===== config.mk =====
export PLATFORM = sky130hd
export DESIGN_NAME = tmr_unit
export DESIGN_NICKNAME = d
export VERILOG_FILES = /design/src/rtl/tmr_pkg.sv /design/src/rtl/tmr_prescaler.sv /design/src/rtl/tmr_channel.sv /design/src/rtl/tmr_unit.sv
export SDC_FILE = /design/constraint.sdc
export NUM_CORES = 1
export LEC_CHECK = 0
export ABC_AREA = 1
export BUFFER_PORTS_ARGS = -buffer_cell sky130_fd_sc_hd__buf_2
export CAP_MARGIN = 20
export CORE_MARGIN = 1.5
export CORE_UTILIZATION = 45
export DETAILED_ROUTE_END_ITERATION = 16
export GPL_TIMING_DRIVEN = 0
export PLACE_DENSITY = 0.65
export SETUP_SLACK_MARGIN = 0.15
export SYNTH_ARGS = -nofsm -noshare
export SYNTH_HDL_FRONTEND = slang
export SYNTH_HIERARCHICAL = 1
export SYNTH_SLANG_ARGS = --single-unit

===== constraint.sdc =====
create_clock -name clk -period 3.2 [get_ports clk]
set_input_delay 0.64 -clock clk [delete_from_list [all_inputs] [get_ports clk]]
set_output_delay 0.64 -clock clk [all_outputs]
set_load 0.02 [all_outputs]

===== src/rtl/tmr_pkg.sv =====
package tmr_pkg;
    localparam int DATA_W   = 32;
    localparam int PS_W     = 10;
    localparam int SEL_W    = 3;
    localparam int BIT_FLAG = 8;
    localparam int BIT_IE   = 5;

    typedef struct packed {
        logic             flag;
        logic             ie;
        logic [SEL_W-1:0] sel;
    } ctrl_t;

    function automatic logic sel_ok(input logic [SEL_W-1:0] s);
        return s <= SEL_W'(4);
    endfunction

    // last prescaler count before a tick (divide ratio minus one)
    function automatic logic [PS_W-1:0] ps_last(input logic [SEL_W-1:0] s);
        case (s)
            3'd0:    return PS_W'(3);
            3'd1:    return PS_W'(15);
            3'd2:    return PS_W'(63);
            3'd3:    return PS_W'(255);
            3'd4:    return PS_W'(1023);
            default: return '0;
        endcase
    endfunction

    function automatic logic [DATA_W-1:0] merge_lanes(input logic [DATA_W-1:0] cur,
                                                      input logic [DATA_W-1:0] nw,
                                                      input logic [DATA_W/8-1:0] strb);
        logic [DATA_W-1:0] r;
        r = cur;
        for (int k = 0; k < DATA_W/8; k++)
            if (strb[k]) r[8*k +: 8] = nw[8*k +: 8];
        return r;
    endfunction

    function automatic logic [DATA_W-1:0] ctrl_word(input ctrl_t c);
        logic [DATA_W-1:0] w;
        w = '0;
        w[BIT_FLAG]    = c.flag;
        w[BIT_IE]      = c.ie;
        w[SEL_W-1:0]   = c.sel;
        return w;
    endfunction
endpackage


===== src/rtl/tmr_prescaler.sv =====
module tmr_prescaler
    import tmr_pkg::*;
(
    input  logic             clk,
    input  logic             rst,
    input  logic             run,
    input  logic [SEL_W-1:0] sel,
    output logic             tick
);
    logic [PS_W-1:0] ps_q;
    logic            active;

    assign active = run && sel_ok(sel);
    // >= keeps a prescaler change while running from stalling
    assign tick   = active && (ps_q >= ps_last(sel));

    always_ff @(posedge clk) begin
        if (rst || !active || tick) ps_q <= '0;
        else                        ps_q <= ps_q + 1'b1;
    end

    AST_TICK_GAP: assert property (@(posedge clk) disable iff (rst)
        tick |=> !tick);
    AST_STOPPED_QUIET: assert property (@(posedge clk) disable iff (rst)
        !run |=> !tick);
endmodule


===== src/rtl/tmr_channel.sv =====
module tmr_channel
    import tmr_pkg::*;
(
    input  logic                clk,
    input  logic                rst,
    input  logic                run,
    input  logic                wr_const,
    input  logic                wr_count,
    input  logic                wr_ctrl,
    input  logic [DATA_W-1:0]   wdata,
    input  logic [DATA_W/8-1:0] wstrb,
    output logic [DATA_W-1:0]   const_q,
    output logic [DATA_W-1:0]   count_q,
    output ctrl_t               ctrl_q,
    output logic                irq
);
    logic tick;
    logic underflow;
    logic flag_clr;

    tmr_prescaler u_ps (
        .clk  (clk),
        .rst  (rst),
        .run  (run),
        .sel  (ctrl_q.sel),
        .tick (tick)
    );

    assign underflow = tick && !wr_count && (count_q == '0);
    assign flag_clr  = wr_ctrl && wstrb[1] && !wdata[BIT_FLAG];

    always_ff @(posedge clk) begin
        if (rst) begin
            const_q <= '1;
            count_q <= '1;
            ctrl_q  <= '0;
        end else begin
            if (wr_const) const_q <= merge_lanes(const_q, wdata, wstrb);
            if (wr_count)
                count_q <= merge_lanes(count_q, wdata, wstrb);
            else if (tick)
                count_q <= (count_q == '0) ? const_q : count_q - 1'b1;
            if (wr_ctrl && wstrb[0]) begin
                ctrl_q.sel <= wdata[SEL_W-1:0];
                ctrl_q.ie  <= wdata[BIT_IE];
            end
            if (underflow)     ctrl_q.flag <= 1'b1;
            else if (flag_clr) ctrl_q.flag <= 1'b0;
        end
    end

    assign irq = ctrl_q.flag && ctrl_q.ie;

    AST_RELOAD: assert property (@(posedge clk) disable iff (rst)
        underflow |=> (count_q == $past(const_q)) && ctrl_q.flag);
    AST_DECREMENT: assert property (@(posedge clk) disable iff (rst)
        (tick && !wr_count && count_q != '0) |=> count_q == $past(count_q) - 1'b1);
    AST_COUNT_HOLD: assert property (@(posedge clk) disable iff (rst)
        (!tick && !wr_count) |=> $stable(count_q));
    AST_WRITE_WINS: assert property (@(posedge clk) disable iff (rst)
        (wr_count && wstrb == '1) |=> count_q == $past(wdata));
    AST_FLAG_STICKY: assert property (@(posedge clk) disable iff (rst)
        (ctrl_q.flag && !flag_clr) |=> ctrl_q.flag);
endmodule


===== src/rtl/tmr_unit.sv =====
module tmr_unit
    import tmr_pkg::*;
#(
    parameter int NCH    = 3,
    parameter int LEGACY = 0,
    parameter int AW     = 8
) (
    input  logic                clk,
    input  logic                rst,
    input  logic [AW-1:0]       bus_addr,
    input  logic [DATA_W-1:0]   bus_wdata,
    input  logic [DATA_W/8-1:0] bus_wstrb,
    input  logic                bus_wr,
    input  logic                bus_rd,
    output logic [DATA_W-1:0]   bus_rdata,
    output logic [NCH-1:0]      irq
);
    localparam int START_OFF = (LEGACY != 0) ? 2 : 4;
    localparam int CH_BASE   = (LEGACY != 0) ? 4 : 8;
    localparam int CH_STRIDE = 12;

    if (NCH < 2 || NCH > 3) begin : g_bad_nch
        $error("tmr_unit: NCH must be 2 or 3");
    end

    logic [NCH-1:0]    start_q;
    logic              hit_start;
    logic [NCH-1:0]    hit_const, hit_count, hit_ctrl;
    logic [DATA_W-1:0] const_arr [NCH];
    logic [DATA_W-1:0] count_arr [NCH];
    ctrl_t             ctrl_arr  [NCH];
    logic [DATA_W-1:0] rd_mux;

    assign hit_start = (bus_addr == AW'(START_OFF));

    always_ff @(posedge clk) begin
        if (rst)                        start_q <= '0;
        else if (bus_wr && hit_start)   start_q <= bus_wdata[NCH-1:0];
    end

    for (genvar n = 0; n < NCH; n++) begin : g_ch
        localparam int BASE = CH_BASE + CH_STRIDE * n;

        assign hit_const[n] = (bus_addr == AW'(BASE));
        assign hit_count[n] = (bus_addr == AW'(BASE + 4));
        assign hit_ctrl[n]  = (bus_addr == AW'(BASE + 8));

        tmr_channel u_ch (
            .clk      (clk),
            .rst      (rst),
            .run      (start_q[n]),
            .wr_const (bus_wr && hit_const[n]),
            .wr_count (bus_wr && hit_count[n]),
            .wr_ctrl  (bus_wr && hit_ctrl[n]),
            .wdata    (bus_wdata),
            .wstrb    (bus_wstrb),
            .const_q  (const_arr[n]),
            .count_q  (count_arr[n]),
            .ctrl_q   (ctrl_arr[n]),
            .irq      (irq[n])
        );

        AST_IRQ_LEVEL: assert property (@(posedge clk) disable iff (rst)
            (irq[n] && !(bus_wr && hit_ctrl[n])) |=> irq[n]);
    end

    always_comb begin
        rd_mux = '0;
        if (hit_start) rd_mux = DATA_W'(start_q);
        for (int n = 0; n < NCH; n++) begin
            if (hit_const[n]) rd_mux = const_arr[n];
            if (hit_count[n]) rd_mux = count_arr[n];
            if (hit_ctrl[n])  rd_mux = ctrl_word(ctrl_arr[n]);
        end
    end

    assign bus_rdata = bus_rd ? rd_mux : '0;

    AST_START_LOAD: assert property (@(posedge clk) disable iff (rst)
        (bus_wr && hit_start) |=> start_q == $past(bus_wdata[NCH-1:0]));
endmodule


### After elaboration in Yosys (flattened, before gate mapping)

Index checks and enable logic that the tools add are counted.

* add/sub/neg operators: 6
* magnitude comparators: 6
* eq/ne operators: 34
* muxes and demuxes: 33
* reductions and logical operators: 83

Operators by type and width (count)
* 2-to-1 mux 32 bit: 19
* one-hot mux 10 bit (5 select lines): 3
* logical NOT 32 bit: 3
* subtractor 32 x 1 -> 32 bit (second input constant): 3
* AND reduction 2 bit: 24
* logical AND 1 bit: 34
* equality test 8 x 5 -> 1 bit (second input constant): 4
* 2-to-1 mux 8 bit: 4
* adder 10 x 1 -> 10 bit (second input constant): 3
* greater-or-equal comparator 10 bit: 3
* equality test 8 x 6 -> 1 bit (second input constant): 3
* != test 2 bit (second input constant): 12
* equality test 3 x 2 -> 1 bit (second input constant): 6
* equality test 8 x 4 -> 1 bit (second input constant): 2
* nonzero test 2 bit: 6
* equality test 3 x 1 -> 1 bit (second input constant): 3
* equality test 3 bit (second input constant): 3
* <= comparator 3 bit (second input constant): 3
* logical NOT 3 bit: 3
* equality test 8 x 3 -> 1 bit (second input constant): 1
* logical NOT 1 bit: 7
* logical OR 1 bit: 6
* 2-to-1 mux 1 bit: 6
* 2-to-1 mux 3 bit: 1

* flip-flop bits (word level): 240
* input bits: 48
* output and inout bits: 35
* word-level logic and storage cells: 199

### Longest topological paths before layout

* word-level depth: 12
* gate-level depth with buffers: 20
* gate-level depth less buffers: 20

### Hierarchy

Netlist, hierarchy kept.

Modules (own cells, without submodules)
* tmr_channel: instances 3, cells each 739, area an instance 4434.3 sq um, seq. area each 1381.3 sq um
* tmr_unit: instances 1, cells each 433, area an instance 2167.1 sq um, seq. area each 60.1 sq um
* tmr_prescaler at g_ch[0].u_ch.u_ps: instances 1, cells each 101, area an instance 716.9 sq um, seq. area each 200.2 sq um
* tmr_prescaler at g_ch[2].u_ch.u_ps: instances 1, cells each 99, area an instance 714.4 sq um, seq. area each 200.2 sq um
* tmr_prescaler at g_ch[1].u_ch.u_ps: instances 1, cells each 99, area an instance 708.2 sq um, seq. area each 200.2 sq um

### Worst setup path before layout

Ideal clock, no wire load.

* kind: input to register
* from: input bus_addr[0]
* to: register g_ch[2].u_ch.count_q[16]
* setup time: 0.112 ns
* arrival time: 2.390 ns
* data required time: 3.088 ns
* setup slack: 0.698 ns
* cell stages on the path: 15
* buffers on the path: 1
* path through: inv_2 nand2_4 nor2_2 inv_2 nor2_4 inv_2 buf_2 nor2_1 clkinv_1 nand2_1 nand2_1 inv_1 nor2_1 nand2_1 nand2_1

* cells in the longest elaborated chain, start to end: 4
* elaborated cells between the ends (all ways): 6
* those cells by class: 2 x eq/ne; 1 x mux; 3 x reduce/logical

Ends and longest elaborated chain
* start: declaration: line tmr_unit.sv:10 `input logic [AW-1:0] bus_addr,`
* equality test 8 x 6 -> 1 bit (*): line tmr_unit.sv:45 `assign hit_count[n] = (bus_addr == AW'(BASE + 4));`
* logical AND 1 bit (*): line tmr_unit.sv:53 `.wr_count (bus_wr && hit_count[n]),`
* != test 2 bit (no line) / nonzero test 2 bit (equally long branches)
* AND reduction 2 bit (no line)
* end signal: assignment: line tmr_channel.sv:40 `count_q <= merge_lanes(count_q, wdata, wstrb);`
* end signal: assignment: line tmr_channel.sv:42 `count_q <= (count_q == '0) ? const_q : count_q - 1'b1;`
* end: declaration: line tmr_channel.sv:13 `output logic [DATA_W-1:0] count_q,`

Mark *: on every way between the ends. The rest lies on a longest branch, timed or not.
A chain may end at the register's enable or synchronous reset.

### Worst setup path in the final report

* from: input bus_addr[0]
* to: output bus_rdata[14]

* cells in the longest elaborated chain, start to end: 11
* elaborated cells between the ends (all ways): 19
* those cells by class: 9 x eq/ne; 10 x mux

Ends and longest elaborated chain
* equality test 8 x 4 -> 1 bit: line tmr_unit.sv:44 `assign hit_const[n] = (bus_addr == AW'(BASE));`
* 2-to-1 mux 32 bit: line tmr_unit.sv:71 `if (hit_const[n]) rd_mux = const_arr[n];`
* 2-to-1 mux 32 bit: line tmr_unit.sv:72 `if (hit_count[n]) rd_mux = count_arr[n];`
* 2-to-1 mux 32 bit: line tmr_unit.sv:73 `if (hit_ctrl[n]) rd_mux = ctrl_word(ctrl_arr[n]);`
* 2-to-1 mux 32 bit: line tmr_unit.sv:71
* 2-to-1 mux 32 bit: line tmr_unit.sv:72
* 2-to-1 mux 32 bit: line tmr_unit.sv:73
* 2-to-1 mux 32 bit: line tmr_unit.sv:71
* 2-to-1 mux 32 bit: line tmr_unit.sv:72
* 2-to-1 mux 32 bit (*): line tmr_unit.sv:73
* 2-to-1 mux 32 bit (*): line tmr_unit.sv:77 `assign bus_rdata = bus_rd ? rd_mux : '0;`
* end: declaration: line tmr_unit.sv:15 `output logic [DATA_W-1:0] bus_rdata,`

Marked as above.

==> results.cfg <==
[finish]
postLayoutCoreUtil = 0.5118
syn_to_final_growth_pct = 12.33
finalInstanceArea_sq_mm = 0.01978
drive_above_1_share = 0.1153
layout_common_cells = nand2_1, inv_1, nor2_1, nand3_1, dfxtp_1
nNetsFinal = 3154
final_common_cell = nand2_1
nFillCells = 4097
antenna_cells = 0

[clock_tree]
clk_pin_slew_worst_paths_ps = 60
cts_tree = yes
cts_root_buf = clkbuf_16
htree_levels = 1
ctsHoldBuffers = 0
cts_buffers = 30
cts.sinks = 240
cts_buffer_depth = 3
clk_latency_ps = 600

[power_and_ir_drop]
swShare = 0.2441
cellLeakagePower_nw = 10.74
powerDensity_mw_per_mm2 = 343.9
p_total_mw = 6.803
p_clk_frac = 0.518
internal-power_mw = 5.142
pwr-share-seq = 0.440
peakVddDrop_v = 0.0003975
pwr-share-comb = 0.041
netSwitchingPower_mw = 1.660

[timing]
rsz0062_at_grt = false
fin_skew_ps = 31.69
setup_slack_ps = 262.7
fin_crit_ps = 2937
tightest_slew_ps = 947.4
setup_violations = 0
maxSlewHeadroom = 0.3635
maxSlewViolCount = 0
setup_tns_ps = 0
finalCritPeriodShare = 0.9179
hold_viol_final = 0
fmax_ghz = 0.3404

[drt]
drtIter0Drc = 1924
finalWirelength_um = 65310
viasPerCell = 5.249
wl_per_cell_um = 18.12
dr.pass1.iters = 5
vias = 18921
final_antenna_net_count = 0
drc = 0

[run_status]
outcome = finished, final reports clean

[synthesis]
synthDistinctLibCells = 37
synth_ff_type = dfxtp_1
synth_seq_cells = 240
yosysTopAreaCell = dfxtp_1
synth_area_leaders = dfxtp_1, nand2_1, inv_1
synth_area_sq_mm = 0.01761
async_flop_share = 0
ys_warn_count = 6
synth_top_area_share = 0.2728
syn-num-nets = 3036
netlist_instances = 2949
synth_edf_count = 0
seq_area_frac_synth = 0.2728
avgSynthCellArea_sq_um = 5.971

[worst_hold_path]
hp-class = input port to register
whs_path_depth = 3
hold-path-endpoint = start_q[1]
min-delay-start = bus_wdata[1]

[place]
dp_hpwl_um = 52450
io_buffers = 82
pre_cts_ws_ps = -507.9
placed_area_sq_mm = 0.01867
gp_congestion = 0.9854

[die]
start_util = 0.4556
core_sq_mm = 0.03865
die_y_um = 200.8
die_x_um = 200.8
die_area_sq_mm = 0.04033
pin_count = 83
num_rows = 72

[setup_path]
crit_type = input port to output port
rr_worst_depth = 16
r2r-end = g_ch[1].u_ch/count_q[5]
worstSetupStartpointType = input port
worst-endpoint-required_ps = 2560
path_common_cell = buf_2
worstReg2RegStart = g_ch[1].u_ch/ctrl_q[1]
worstPathCellList = buf_2 -> inv_2 -> nand2_4 -> nor2_2 -> nand2_2 -> clkbuf_1 -> o2111ai_1 -> inv_1 -> buf_2
max_stage_delay_ps = 540
cp_num_buf_inv = 5
critical_path.slowest_cell = clkbuf_1
critical_path_arrival_ps = 2300
end_kind = output port
crit_family = buffers and inverters
r2r_slack_ps = 450
crit_fanout = 10

[grt]
grt_pass1_vias = 17565
grt_max_degree = 16
antenna_found_initial = 0
grt_pass1_wl_um = 100400
overflow = 0
grt_usage = 0.3184

[job]
max_cap_violations = 0
==> power by group through the flow <==
| stage | clock network, mW | logic (mW) | registers [mW] |
|---|---|---|---|
| after global routing | 3.69 | 0.296 | 2.99 |
| after detailed placement | 0 | 0.268 | 3.06 |
| after global placement | 0 | 0.267 | 3.06 |
| after CTS | 3.58 | 0.269 | 3.00 |
| final | 3.53 | 0.281 | 3.00 |
| after floorplan | 0 | 0.113 | 3.06 |
==> worst max-delay path by stage <==
stage / cells after the start / slack [ps] / from / end
floorplan: 15 / 700 / bus_addr[0] / g_ch[2].u_ch/count_q[16]
global placement: 10 / -1000 / bus_wr / g_ch[0].u_ch/count_q[24]
detailed placement: 16 / -510 / bus_addr[0] / g_ch[2].u_ch/count_q[21]
CTS: 17 / 150 / g_ch[1].u_ch/ctrl_q[1] / g_ch[1].u_ch/count_q[24]
global route: 17 / 150 / g_ch[1].u_ch/ctrl_q[1] / g_ch[1].u_ch/count_q[28]
finish: 9 / 260 / bus_addr[0] / bus_rdata[14]
==> sequential cells by signal (all words and copies together), names as in the netlist <==
register             cells
start_q                  3
g_ch.u_ch/count_q       96
g_ch.u_ch/const_q       96
g_ch.u_ch/u_ps/ps_q     30
g_ch.u_ch/ctrl_q        15
==> area by class of cell <==
type	instances	area (sq um)	share of cell area
Clock inverter	12	155.1	0.007844
Multi-Input combinational cell	2215	10830	0.5473
Sequential cell	240	4805	0.2429
Buffer	90	540.5	0.02733
Tap cell	518	648.1	0.03277
Clock buffer	40	848.3	0.04289
Inverter	404	1520	0.07686
Timing Repair Buffer	86	437.9	0.02214
==> cells in the mapped netlist (2+ instances only) <==
cell,number
nand3_1,279
clkbuf_8,4
ha_1,39
a21oi_1,79
or2_2,2
nand2_2,18
nor3_1,5
inv_1,385
nand4_4,3
nand3_2,13
buf_2,27
inv_2,15
xnor2_1,6
nand2_1,1003
o21ai_1,15
buf_4,6
or2_0,4
nor2_4,30
nor2_1,323
nand4_1,35
nand4_2,3
nand2_4,8
clkinv_1,4
a21o_1,3
clkbuf_1,40
buf_6,13
dfxtp_1,240
o211ai_1,42
nor2_2,51
o21ai_0,159
xor2_1,60
o2111ai_1,26
nor2_8,3
o21ai_2,3
==> worst register-to-register path, cell delays in order, from the launching register on <==
cell,delay (ps)
dfxtp_1,360
nor2_1,150
nand2_1,120
o21ai_0,140
inv_1,100
ha_1,300
nand2_1,70
a21oi_1,60
nor2_1,270
nand3_1,130
nand3_1,80
inv_1,80
nand2_4,170
clkbuf_2,270
o21ai_0,190
nand2_1,120
nand2_1,50
==> metrics by stage <==
step	instances	hold WS, ps
after floorplan	2949	429.7
final	3605	365.9
after detailed placement	3550	451.4
after global routing	3605	373.1
after global placement	3549	444.9
after CTS	3602	341.3
==> cells by family after synthesis <==
kind of cell | share of synthesized area
compound gates | 0.1055
xor+xnor | 0.03283
fa+ha+maj | 0.02771
buf+inv | 0.1163
flops | 0.2728
mux | 0.0005684
simple gates | 0.4442
==> what timing repair did <==
action | 4_1_cts | 5_1_grt
gates resized for setup | 2 | 29
buffers inserted | 0 | 3
endpoints found under the setup margin | 9 | 89
pin swaps | 0 | 1
==> routing by layer <==
metal,GRT usage,wire length (um),vias to the layer above
met5,0,0,-
met4,0.1262,2593,0
met3,0.03117,4588,120
met2,0.5376,30180,682
met1,0.4178,27950,8565
li1,-,-,9554
Note: power is estimated with default switching activity, not from simulation.
